## src/rtl/ilk_pkg.sv

```systemverilog
package ilk_pkg;

  typedef enum logic [2:0] {
    CLS_HOST = 3'd0,
    CLS_EXEC = 3'd1,
    CLS_LOAD = 3'd2,
    CLS_SMAC = 3'd3,
    CLS_TMAC = 3'd4
  } ilk_cls_e;

  localparam int NPIPE    = 3;
  localparam int PIPE_MUL = 0;
  localparam int PIPE_MEM = 1;
  localparam int PIPE_EXE = 2;

  function automatic int imax(input int a, input int b);
    return (a > b) ? a : b;
  endfunction

endpackage

```

## src/rtl/ilk_countdown.sv

```systemverilog
module ilk_countdown #(
  parameter int CW = 2
) (
  input  logic          clk,
  input  logic          rst_n,
  input  logic          ld,
  input  logic [CW-1:0] ld_val,
  output logic          busy
);

  logic [CW-1:0] cnt_q;
  logic [CW-1:0] cnt_d;
  logic          cnt_en;

  always_comb begin
    cnt_en = ld | (cnt_q != '0);
    if (ld) cnt_d = ld_val;
    else    cnt_d = cnt_q - 1'b1;
  end

  always_ff @(posedge clk or negedge rst_n) begin
    if (!rst_n)      cnt_q <= '0;
    else if (cnt_en) cnt_q <= cnt_d;
  end

  assign busy = (cnt_q != '0);

  AST_CNT_DECAY: assert property (@(posedge clk) disable iff (!rst_n)
    (!ld && cnt_q != '0) |=> (cnt_q == $past(cnt_q) - 1'b1));
  AST_CNT_REST: assert property (@(posedge clk) disable iff (!rst_n)
    (!ld && cnt_q == '0) |=> (cnt_q == '0));

endmodule

```

## src/rtl/ilk_pipe_board.sv

```systemverilog
module ilk_pipe_board #(
  parameter int NP = 3,
  parameter int PW = 2,
  parameter int CW = 2
) (
  input  logic          clk,
  input  logic          rst_n,
  input  logic          take,
  input  logic [PW-1:0] take_pipe,
  input  logic [CW-1:0] take_lat,
  output logic [NP-1:0] pipe_busy
);

  for (genvar p = 0; p < NP; p++) begin : g_pipe
    logic ld_p;
    assign ld_p = take && (take_pipe == PW'(p));
    ilk_countdown #(.CW(CW)) u_cd (
      .clk    (clk),
      .rst_n  (rst_n),
      .ld     (ld_p),
      .ld_val (take_lat),
      .busy   (pipe_busy[p])
    );
  end

endmodule

```

## src/rtl/ilk_reg_board.sv

```systemverilog
module ilk_reg_board #(
  parameter int NREG = 16,
  parameter int RW   = 4,
  parameter int CW   = 2
) (
  input  logic            clk,
  input  logic            rst_n,
  input  logic            wr_en,
  input  logic [RW-1:0]   wr_idx,
  input  logic [CW-1:0]   wr_lat,
  output logic [NREG-1:0] reg_pend
);

  for (genvar r = 0; r < NREG; r++) begin : g_reg
    logic ld_r;
    assign ld_r = wr_en && (wr_idx == RW'(r));
    ilk_countdown #(.CW(CW)) u_cd (
      .clk    (clk),
      .rst_n  (rst_n),
      .ld     (ld_r),
      .ld_val (wr_lat),
      .busy   (reg_pend[r])
    );
  end

endmodule

```

## src/rtl/ilk_scoreboard.sv

```systemverilog
module ilk_scoreboard
  import ilk_pkg::*;
#(
  parameter int NREG      = 16,
  parameter int RW        = $clog2(NREG),
  parameter int MUL_RES   = 2,
  parameter int MEM_RES   = 1,
  parameter int EXE_RES   = 1,
  parameter int TMAC_RSLT = 2,
  parameter int SMAC_RSLT = 2,
  parameter int LOAD_RSLT = 3,
  parameter int EXEC_RSLT = 1
) (
  input  logic          clk,
  input  logic          rst_n,
  input  logic          in_valid,
  input  logic [2:0]    in_cls,
  input  logic [RW-1:0] in_dst,
  input  logic [RW-1:0] in_src0,
  input  logic [RW-1:0] in_src1,
  input  logic [RW-1:0] in_src2,
  input  logic [2:0]    in_src_vld,
  output logic          stall
);

  localparam int MAXLAT = imax(imax(imax(MUL_RES, MEM_RES), imax(EXE_RES, TMAC_RSLT)),
                               imax(SMAC_RSLT, imax(LOAD_RSLT, EXEC_RSLT)));
  localparam int CW = $clog2(MAXLAT + 1);
  localparam int PW = $clog2(NPIPE);

  ilk_cls_e        cls;
  logic            is_cop;
  logic            is_mac;
  logic [PW-1:0]   pipe_sel;
  logic [CW-1:0]   res_ld;
  logic [CW-1:0]   rslt_ld;
  logic [NPIPE-1:0] pipe_busy;
  logic [NREG-1:0] reg_pend;
  logic            src_hit;
  logic            acc_hit;
  logic            res_hit;
  logic            issue;

  // class decode: pipe and the countdown values to load (latency minus the issue cycle)
  always_comb begin
    cls      = ilk_cls_e'(in_cls);
    is_cop   = 1'b1;
    is_mac   = 1'b0;
    pipe_sel = PW'(PIPE_EXE);
    res_ld   = CW'(EXE_RES - 1);
    rslt_ld  = CW'(EXEC_RSLT - 1);
    case (cls)
      CLS_EXEC: begin
        pipe_sel = PW'(PIPE_EXE);
        res_ld   = CW'(EXE_RES - 1);
        rslt_ld  = CW'(EXEC_RSLT - 1);
      end
      CLS_LOAD: begin
        pipe_sel = PW'(PIPE_MEM);
        res_ld   = CW'(MEM_RES - 1);
        rslt_ld  = CW'(LOAD_RSLT - 1);
      end
      CLS_SMAC: begin
        is_mac   = 1'b1;
        pipe_sel = PW'(PIPE_MUL);
        res_ld   = CW'(MUL_RES - 1);
        rslt_ld  = CW'(SMAC_RSLT - 1);
      end
      CLS_TMAC: begin
        is_mac   = 1'b1;
        pipe_sel = PW'(PIPE_MUL);
        res_ld   = CW'(MUL_RES - 1);
        rslt_ld  = CW'(TMAC_RSLT - 1);
      end
      default: is_cop = 1'b0;
    endcase
  end

  // hazard detection
  always_comb begin
    src_hit = (in_src_vld[0] && reg_pend[in_src0]) ||
              (in_src_vld[1] && reg_pend[in_src1]) ||
              (in_src_vld[2] && reg_pend[in_src2]);
    acc_hit = is_mac && reg_pend[in_dst];
    res_hit = pipe_busy[pipe_sel];
    stall   = in_valid && is_cop && (src_hit || acc_hit || res_hit);
    issue   = in_valid && is_cop && !stall;
  end

  ilk_pipe_board #(.NP(NPIPE), .PW(PW), .CW(CW)) u_pipes (
    .clk       (clk),
    .rst_n     (rst_n),
    .take      (issue),
    .take_pipe (pipe_sel),
    .take_lat  (res_ld),
    .pipe_busy (pipe_busy)
  );

  ilk_reg_board #(.NREG(NREG), .RW(RW), .CW(CW)) u_regs (
    .clk      (clk),
    .rst_n    (rst_n),
    .wr_en    (issue),
    .wr_idx   (in_dst),
    .wr_lat   (rslt_ld),
    .reg_pend (reg_pend)
  );

  AST_HOST_FREE: assert property (@(posedge clk) disable iff (!rst_n)
    (in_valid && !(in_cls inside {3'd1, 3'd2, 3'd3, 3'd4})) |-> !stall);
  AST_IDLE_FREE: assert property (@(posedge clk) disable iff (!rst_n)
    !in_valid |-> !stall);
  AST_SRC_OFF: assert property (@(posedge clk) disable iff (!rst_n)
    (in_valid && in_src_vld == 3'b000 && !is_mac && !pipe_busy[pipe_sel]) |-> !stall);

  if (MUL_RES >= 2) begin : g_mul_chk
    AST_MUL_OCCUPIED: assert property (@(posedge clk) disable iff (!rst_n)
      (issue && is_mac) |=> (!(in_valid && in_cls inside {3'd3, 3'd4}) || stall));
  end

  if (TMAC_RSLT >= 2) begin : g_rslt_chk
    AST_TMAC_RESULT: assert property (@(posedge clk) disable iff (!rst_n)
      (issue && cls == CLS_TMAC) |=>
        (!(in_valid && in_cls == 3'd1 && in_src_vld[0] && in_src0 == $past(in_dst)) || stall));
  end

endmodule

```

## config.mk

```make
export PLATFORM = sky130hd
export DESIGN_NAME = ilk_scoreboard
export DESIGN_NICKNAME = d
export VERILOG_FILES = /design/src/rtl/ilk_pkg.sv /design/src/rtl/ilk_countdown.sv /design/src/rtl/ilk_pipe_board.sv /design/src/rtl/ilk_reg_board.sv /design/src/rtl/ilk_scoreboard.sv
export SDC_FILE = /design/constraint.sdc
export NUM_CORES = 1
export LEC_CHECK = 0
export BUFFER_PORTS_ARGS = -buffer_cell sky130_fd_sc_hd__buf_2
export CAP_MARGIN = 40
export CELL_PAD_IN_SITES_DETAIL_PLACEMENT = 1
export CELL_PAD_IN_SITES_GLOBAL_PLACEMENT = 1
export CORE_AREA = 10 10 89 91
export CTS_BUF_LIST = sky130_fd_sc_hd__clkbuf_4 sky130_fd_sc_hd__clkbuf_8
export CTS_CLUSTER_SIZE = 12
export DETAILED_ROUTE_END_ITERATION = 6
export DIE_AREA = 0 0 99 101
export PLACE_DENSITY = 0.9
export SLEW_MARGIN = 20
export SYNTH_ARGS = -nofsm -noshare
export SYNTH_HDL_FRONTEND = slang
export SYNTH_SLANG_ARGS = --single-unit
```

## constraint.sdc

```tcl
create_clock -name clk -period 3.1 [get_ports clk]
set_input_delay 0.62 -clock clk [delete_from_list [all_inputs] [get_ports clk]]
set_output_delay 0.62 -clock clk [all_outputs]
set_load 0.02 [all_outputs]
```

* Yosys cells after proc, flatten, opt, wreduce, memory -nomap -nowiden
Index checks and enable logic that the tools add are counted.
** Word-level totals
- Output and inout bits :: 1
- Bits in registers :: 38
- Logic and storage cells :: 171
- Input port bits :: 25
** Operators by class
- Equal/unequal tests :: 21
- Reduce and logical (&&, ||, !) cells :: 54
- Order comparisons :: 5
- Mux-type cells :: 34
- Bitwise operators :: 19
- Add/sub/neg operators :: 19
** Operators with widths (count)
- $mux W2 :: 19
- $reduce_bool A2 Y1 :: 19
- $sub A2 B1 Y2 const B :: 19
- $eq A4 B4 Y1 const B :: 8
- $logic_and A1 B1 Y1 :: 26
- $lt A4 B5 Y1 const B :: 4
- $or A1 B1 Y1 :: 19
- $bmux W1 S4 :: 4
- $eq A4 B3 Y1 const B :: 4
- $eq A4 B2 Y1 const B :: 2
- $mux W1 :: 8
- $pmux W2 S2 :: 2
- $eq A3 B2 Y1 const B :: 2
- $eq A4 B1 Y1 const B :: 1
- $logic_not A4 Y1 :: 1
- $logic_or A1 B1 Y1 :: 4
- $reduce_or A4 Y1 :: 1
- $eq A3 B1 Y1 const B :: 1
- $eq A3 B3 Y1 const B :: 1
- $lt A2 B3 Y1 const B :: 1
- $bmux W1 S2 :: 1
- $eq A2 B1 Y1 const B :: 1
- $eq A2 B2 Y1 const B :: 1
- $logic_not A2 Y1 :: 1
- 2 further kinds :: 2

* Depth between registers and ports, before layout
- Word-level depth :: 13
- Mapped depth :: 9

* By module
From an unflattened synthesis, not the netlist that was laid out.
** Unflattened totals
- Cell total of the unflattened synthesis :: 346
- Area total of the unflattened synthesis :: 3139.3 sq um
** Modules (own cells, without submodules)
- ilk_countdown :: instances 19, seq. area each 50.0 sq um, cells an instance 13, area each 120.1 sq um
- ilk_scoreboard :: instances 1, seq. area each 0.0 sq um, cells an instance 73, area each 709.4 sq um
- ilk_reg_board :: instances 1, seq. area each 0.0 sq um, cells an instance 23, area each 117.6 sq um
- ilk_pipe_board :: instances 1, seq. area each 0.0 sq um, cells an instance 3, area each 30.0 sq um

* Worst setup path before layout
No wires, ideal clock.
- Path kind :: in2out
- Start point :: in in_src0[2]
- End point :: out stall
- Arrival time :: 2.501 ns
- Setup slack :: -0.021 ns
- Stages :: 6
- Path buffers :: 1
- Cell sequence :: mux4_1 -> mux2_2 -> a211o_1 -> and3_4 -> buf_6 -> a21boi_0
** Between the ends
- Word-level cells in the longest chain between the ends :: 8
** RTL lines
- from (decl) :: line ilk_scoreboard.sv:19 : input logic [RW-1:0] in_src0,
- $bmux W1 S4 :: line ilk_scoreboard.sv:81 : src_hit = (in_src_vld[0] && reg_pend[in_src0]) ||
- $mux W1 (not written as such) :: line ilk_scoreboard.sv:81
- $logic_and A1 B1 Y1 :: line ilk_scoreboard.sv:81
- $logic_or A1 B1 Y1 :: line ilk_scoreboard.sv:81
- $logic_or A1 B1 Y1 :: line ilk_scoreboard.sv:82 : (in_src_vld[1] && reg_pend[in_src1]) ||
- $logic_or A1 B1 Y1 (2 in series) :: line ilk_scoreboard.sv:86 : stall = in_valid && is_cop && (src_hit || acc_hit || res_hit);
- $logic_and A1 B1 Y1 :: line ilk_scoreboard.sv:86
- to (decl) :: line ilk_scoreboard.sv:23 : output logic stall
Every way passes these cells. The select of a mux whose other input is x is not followed.

* Worst setup path in the final report
- Start point :: reg u_regs.g_reg[9].u_cd.cnt_q[0]
- End point :: out stall
** Between the ends
- Word-level cells in the longest chain between the ends :: 9
- Elaborated cells on any way between the ends :: 18
- Classes of those cells :: mux: 8; reduce/logical: 10
** RTL lines
- from (decl) :: line ilk_countdown.sv:11 : logic [CW-1:0] cnt_q;
- from (signal assigned) :: line ilk_countdown.sv:23 : else if (cnt_en) cnt_q <= cnt_d;
- $reduce_bool A2 Y1 (*) :: line ilk_countdown.sv:26 : assign busy = (cnt_q != '0);
- $bmux W1 S4 (on tied branches) :: line ilk_scoreboard.sv:81, ilk_scoreboard.sv:82
- $mux W1 (on tied branches) :: line ilk_scoreboard.sv:81, ilk_scoreboard.sv:82
- $logic_and A1 B1 Y1 (on tied branches) :: line ilk_scoreboard.sv:81, ilk_scoreboard.sv:82
- $logic_or A1 B1 Y1 :: line ilk_scoreboard.sv:81
- $logic_or A1 B1 Y1 :: line ilk_scoreboard.sv:82
- $logic_or A1 B1 Y1 (*) (2 in series) :: line ilk_scoreboard.sv:86
- $logic_and A1 B1 Y1 (*) :: line ilk_scoreboard.sv:86
Every way passes the cells marked *; elsewhere a longest branch is shown, timed or not. The select of a mux whose other input is x is not followed.

==> summary.txt <==
Status
  – Outcome: completed

Layout
  – Layout Nets: 382
  – Fin area: 0.003558 sq mm
  – Antenna cells: 0
  – Area Overhead vs Synth: 20.56%
  – Util after Layout: 57.35%
  – Share of layout cells above drive strength 1: 32.05%

Pwr
  – Leak Pwr: 1.670 nW
  – Switching share of power: 42.53%
  – Seq pwr share: 25.3%
  – Gate power share: 65.4%
  – Power density cells: 1048 mW/mm^2
  – Peak supply drop: 560.8 uV
  – Internal power: 0.002142 W
  – Sw power: 0.001585 W
  – Clk pwr share: 9.2%
  – Total Power: 0.003728 W

STA
  – Clock period minus worst slack: 3087 ps
  – Worst relative slew slack: 66.98%
  – Final setup fails: 0
  – Tightest Pin Transition: 491.5 ps
  – Max-slew violations: 0
  – Period utilisation layout: 99.56%
  – Unrepaired setup endpoints after global routing: yes
  – Clock skew after layout: 9.127 ps
  – Endpoints failing hold: 0
  – Max Fclk: 324.0 MHz
  – Setup ws final: 13.50 ps

Synthesis
  – EDFF count, synth: 0
  – Mapped Cells: 290
  – Sequential area share after synthesis: 32.22%
  – Synthesis Warnings: 0
  – Synth cell types: 40
  – Top cells by area, synth: dfrtp_1 32%, mux2i_1 13%, mux4_2 9.9%
  – Mapped Nets: 334
  – Main synth FF type: dfrtp_1
  – Post-synth top cells: 41 x inv_1, 38 x dfrtp_1, 37 x mux2i_1
  – Ys async rst share: 100.0%
  – Synth Area per Inst: 10.18 sq um
  – Synth Register Bits: 38
  – Top-count cell post-synth: inv_1
  – Mapped Area: 0.002952 sq mm
  – Largest area contributor in the netlist: dfrtp_1
  – Share of the synthesized area in the top cell type: 32.22%

Placed design
  – Dpl cell area: 0.003234 sq mm
  – Detailed Place HPWL: 6.702 mm
  – GPL Wtd Cong: 0.8859
  – Port Buffers: 25
  – Place WS: -8.153 ps

Routing
  – Post-route DRC: 0
  – Vias: 2613
  – Drt via density: 6.312
  – Final WL: 9.763 mm
  – DRT Pass-1 Iters: 7
  – Antenna Nets Post-Route: 0
  – WL/cell: 23.58 microns
  – DRC marker count from the first detailed-route iteration: 242

Global route
  – First-pass GRT wire length: 14.81 mm
  – Vias in the first global route: 2864
  – Largest net degree at the start of global routing: 25
  – GRT Total Usage: 18.84%
  – Initial antenna violation count: 0
  – Grt ovf: 0

Flow run
  – Max cap viols: 0

Critical path
  – WP data arrival: 2470 ps
  – Startpoint type of the worst setup path: register
  – Kind of cell adding the most delay to the critical path: multiplexers
  – Type of the worst setup path: register to output port
  – Max incr delay on CP: 460 ps
  – Crit-path max FO: 4
  – Flop2flop setup slack: 150 ps
  – Crit path buffers/inverters: 2
  – Required time worst endpoint: 2480 ps
  – Crit. End Element: output port
  – Worst-path cell with the longest stage delay: mux4_2
  – Cell Chain, Critical Path: inv_2, ha_4, mux4_2, mux2_4, a211o_1, and3_4, a21boi_2, buf_6

CTS
  – CTS clk-pin slew, worst paths: 70 ps
  – TritonCTS Sinks: 38
  – H-tree levels: 2
  – CTS Buffer Depth: 2
  – Clock Latency Late Sink: 300 ps
  – CTS buffer count: 5
  – Root Buffer: clkbuf_8
  – CTS tree: yes

Floorplanning
  – Num rows: 29
  – Die span in y: 101 microns
  – # IOs: 26
  – Initial Util: 47.57%
  – CORE AREA: 0.006205 sq mm
  – Die width: 99 microns
  – Die footprint: 0.009999 sq mm

Hold path
  – Hold WC Path Type: input pin to asynchronous set/reset pin
sequential cells by signal (all words and copies together), names as in the netlist:
register / cells
u_regs.g.u_cd.cnt_q: 32
u_pipes.g_pipe.u_cd.cnt_q: 6
repair_timing:
item,CTS,global route
pin swaps,3,3
endpoints found under the setup margin,1,1
gates resized for setup,27,8
endpoints found under the hold margin,0,0
hold buffers,0,0
buffers inserted,9,5
layout make-up:
| class | count | area (sq um) |
|---|---|---|
| fill | 703 | 2646 |
| multi-input combinational | 200 | 1921 |
| sequential | 38 | 950.9 |
| timing repair buffer | 52 | 354.1 |
| inverter | 41 | 153.9 |
| tap | 77 | 96.34 |
| clock buffer | 6 | 82.58 |
path summary, 6_finish.rpt:
check,start,end,cells past startpoint
worst max-delay path,u_regs.g_reg[9].u_cd.cnt_q[0],stall,8
worst min-delay path,rst_n,u_regs.g_reg[7].u_cd.cnt_q[0],1
worst max register to register,u_regs.g_reg[11].u_cd.cnt_q[0],u_regs.g_reg[9].u_cd.cnt_q[0],11
worst min register to register,u_pipes.g_pipe[1].u_cd.cnt_q[1],u_pipes.g_pipe[1].u_cd.cnt_q[1],2
max in group asynchronous,rst_n,u_pipes.g_pipe[0].u_cd.cnt_q[1],2
min in group clk,u_pipes.g_pipe[1].u_cd.cnt_q[1],u_pipes.g_pipe[1].u_cd.cnt_q[1],2
cell families after synthesis:
kind of cell	count (synthesis)	share of synthesized area [%]
AOI/OAI and AO/OA	34	7.250
xor gates and xnor gates	19	5.638
adders and majority gates	19	8.054
buffers and inverters	52	7.122
DFF	38	32.22
muxes	57	26.16
and+or+nand+nor	71	13.56
metrics by stage:
stage | setup TNS, ps | std cells | hold slack, ps
2_1_floorplan | 0 | 290 | 324.4
5_1_grt | -45.89 | 414 | 268.6
3_5_place_dp | -8.153 | 394 | 551.7
6_report | 0 | 414 | 246.4
3_3_place_gp | 0 | 393 | 527.3
4_1_cts | 0 | 409 | 251.2
cells in the final DEF (no fill, tap or decap), types with 2 or more instances in the layout:
| cell type | n |
|---|---|
| mux2_2 | 4 |
| mux4_2 | 15 |
| inv_2 | 4 |
| clkbuf_8 | 6 |
| nand3b_1 | 2 |
| nand2b_1 | 3 |
| nor2_1 | 23 |
| nor3b_1 | 2 |
| inv_1 | 37 |
| nor3_1 | 12 |
| nand2_1 | 3 |
| nand4_1 | 7 |
| and3_1 | 2 |
| mux2i_1 | 37 |
| buf_2 | 24 |
| xor2_1 | 18 |
| ha_4 | 9 |
| a22o_1 | 2 |
| buf_4 | 26 |
| ha_2 | 7 |
| ha_1 | 3 |
| o221ai_1 | 2 |
| a21oi_1 | 22 |
| nor4_1 | 3 |
| and4_4 | 3 |
| nor2b_1 | 5 |
| dfrtp_1 | 38 |
| or3b_2 | 3 |
power groups by stage:
stage / Combinational, W / Clock, W / Sequential (W)
after floorplan: 0.00140 / 0 / 0.000902
after global placement: 0.00173 / 0 / 0.000914
after detailed placement: 0.00195 / 0 / 0.000952
after CTS: 0.00224 / 0.000349 / 0.000934
after global routing: 0.00267 / 0.000363 / 0.000970
final: 0.00244 / 0.000344 / 0.000944
routing by layer:
metal	vias up	wire (microns)	global-route usage, %	part of all wire, %
met5	-	0	0	0
met4	0	622	13.56	6.4
met3	52	557	3.567	5.7
met2	143	4995	32.52	51
met1	1299	3588	20.26	37
li1	1119	-	-	-
Note: power is estimated with default switching activity, not from simulation.
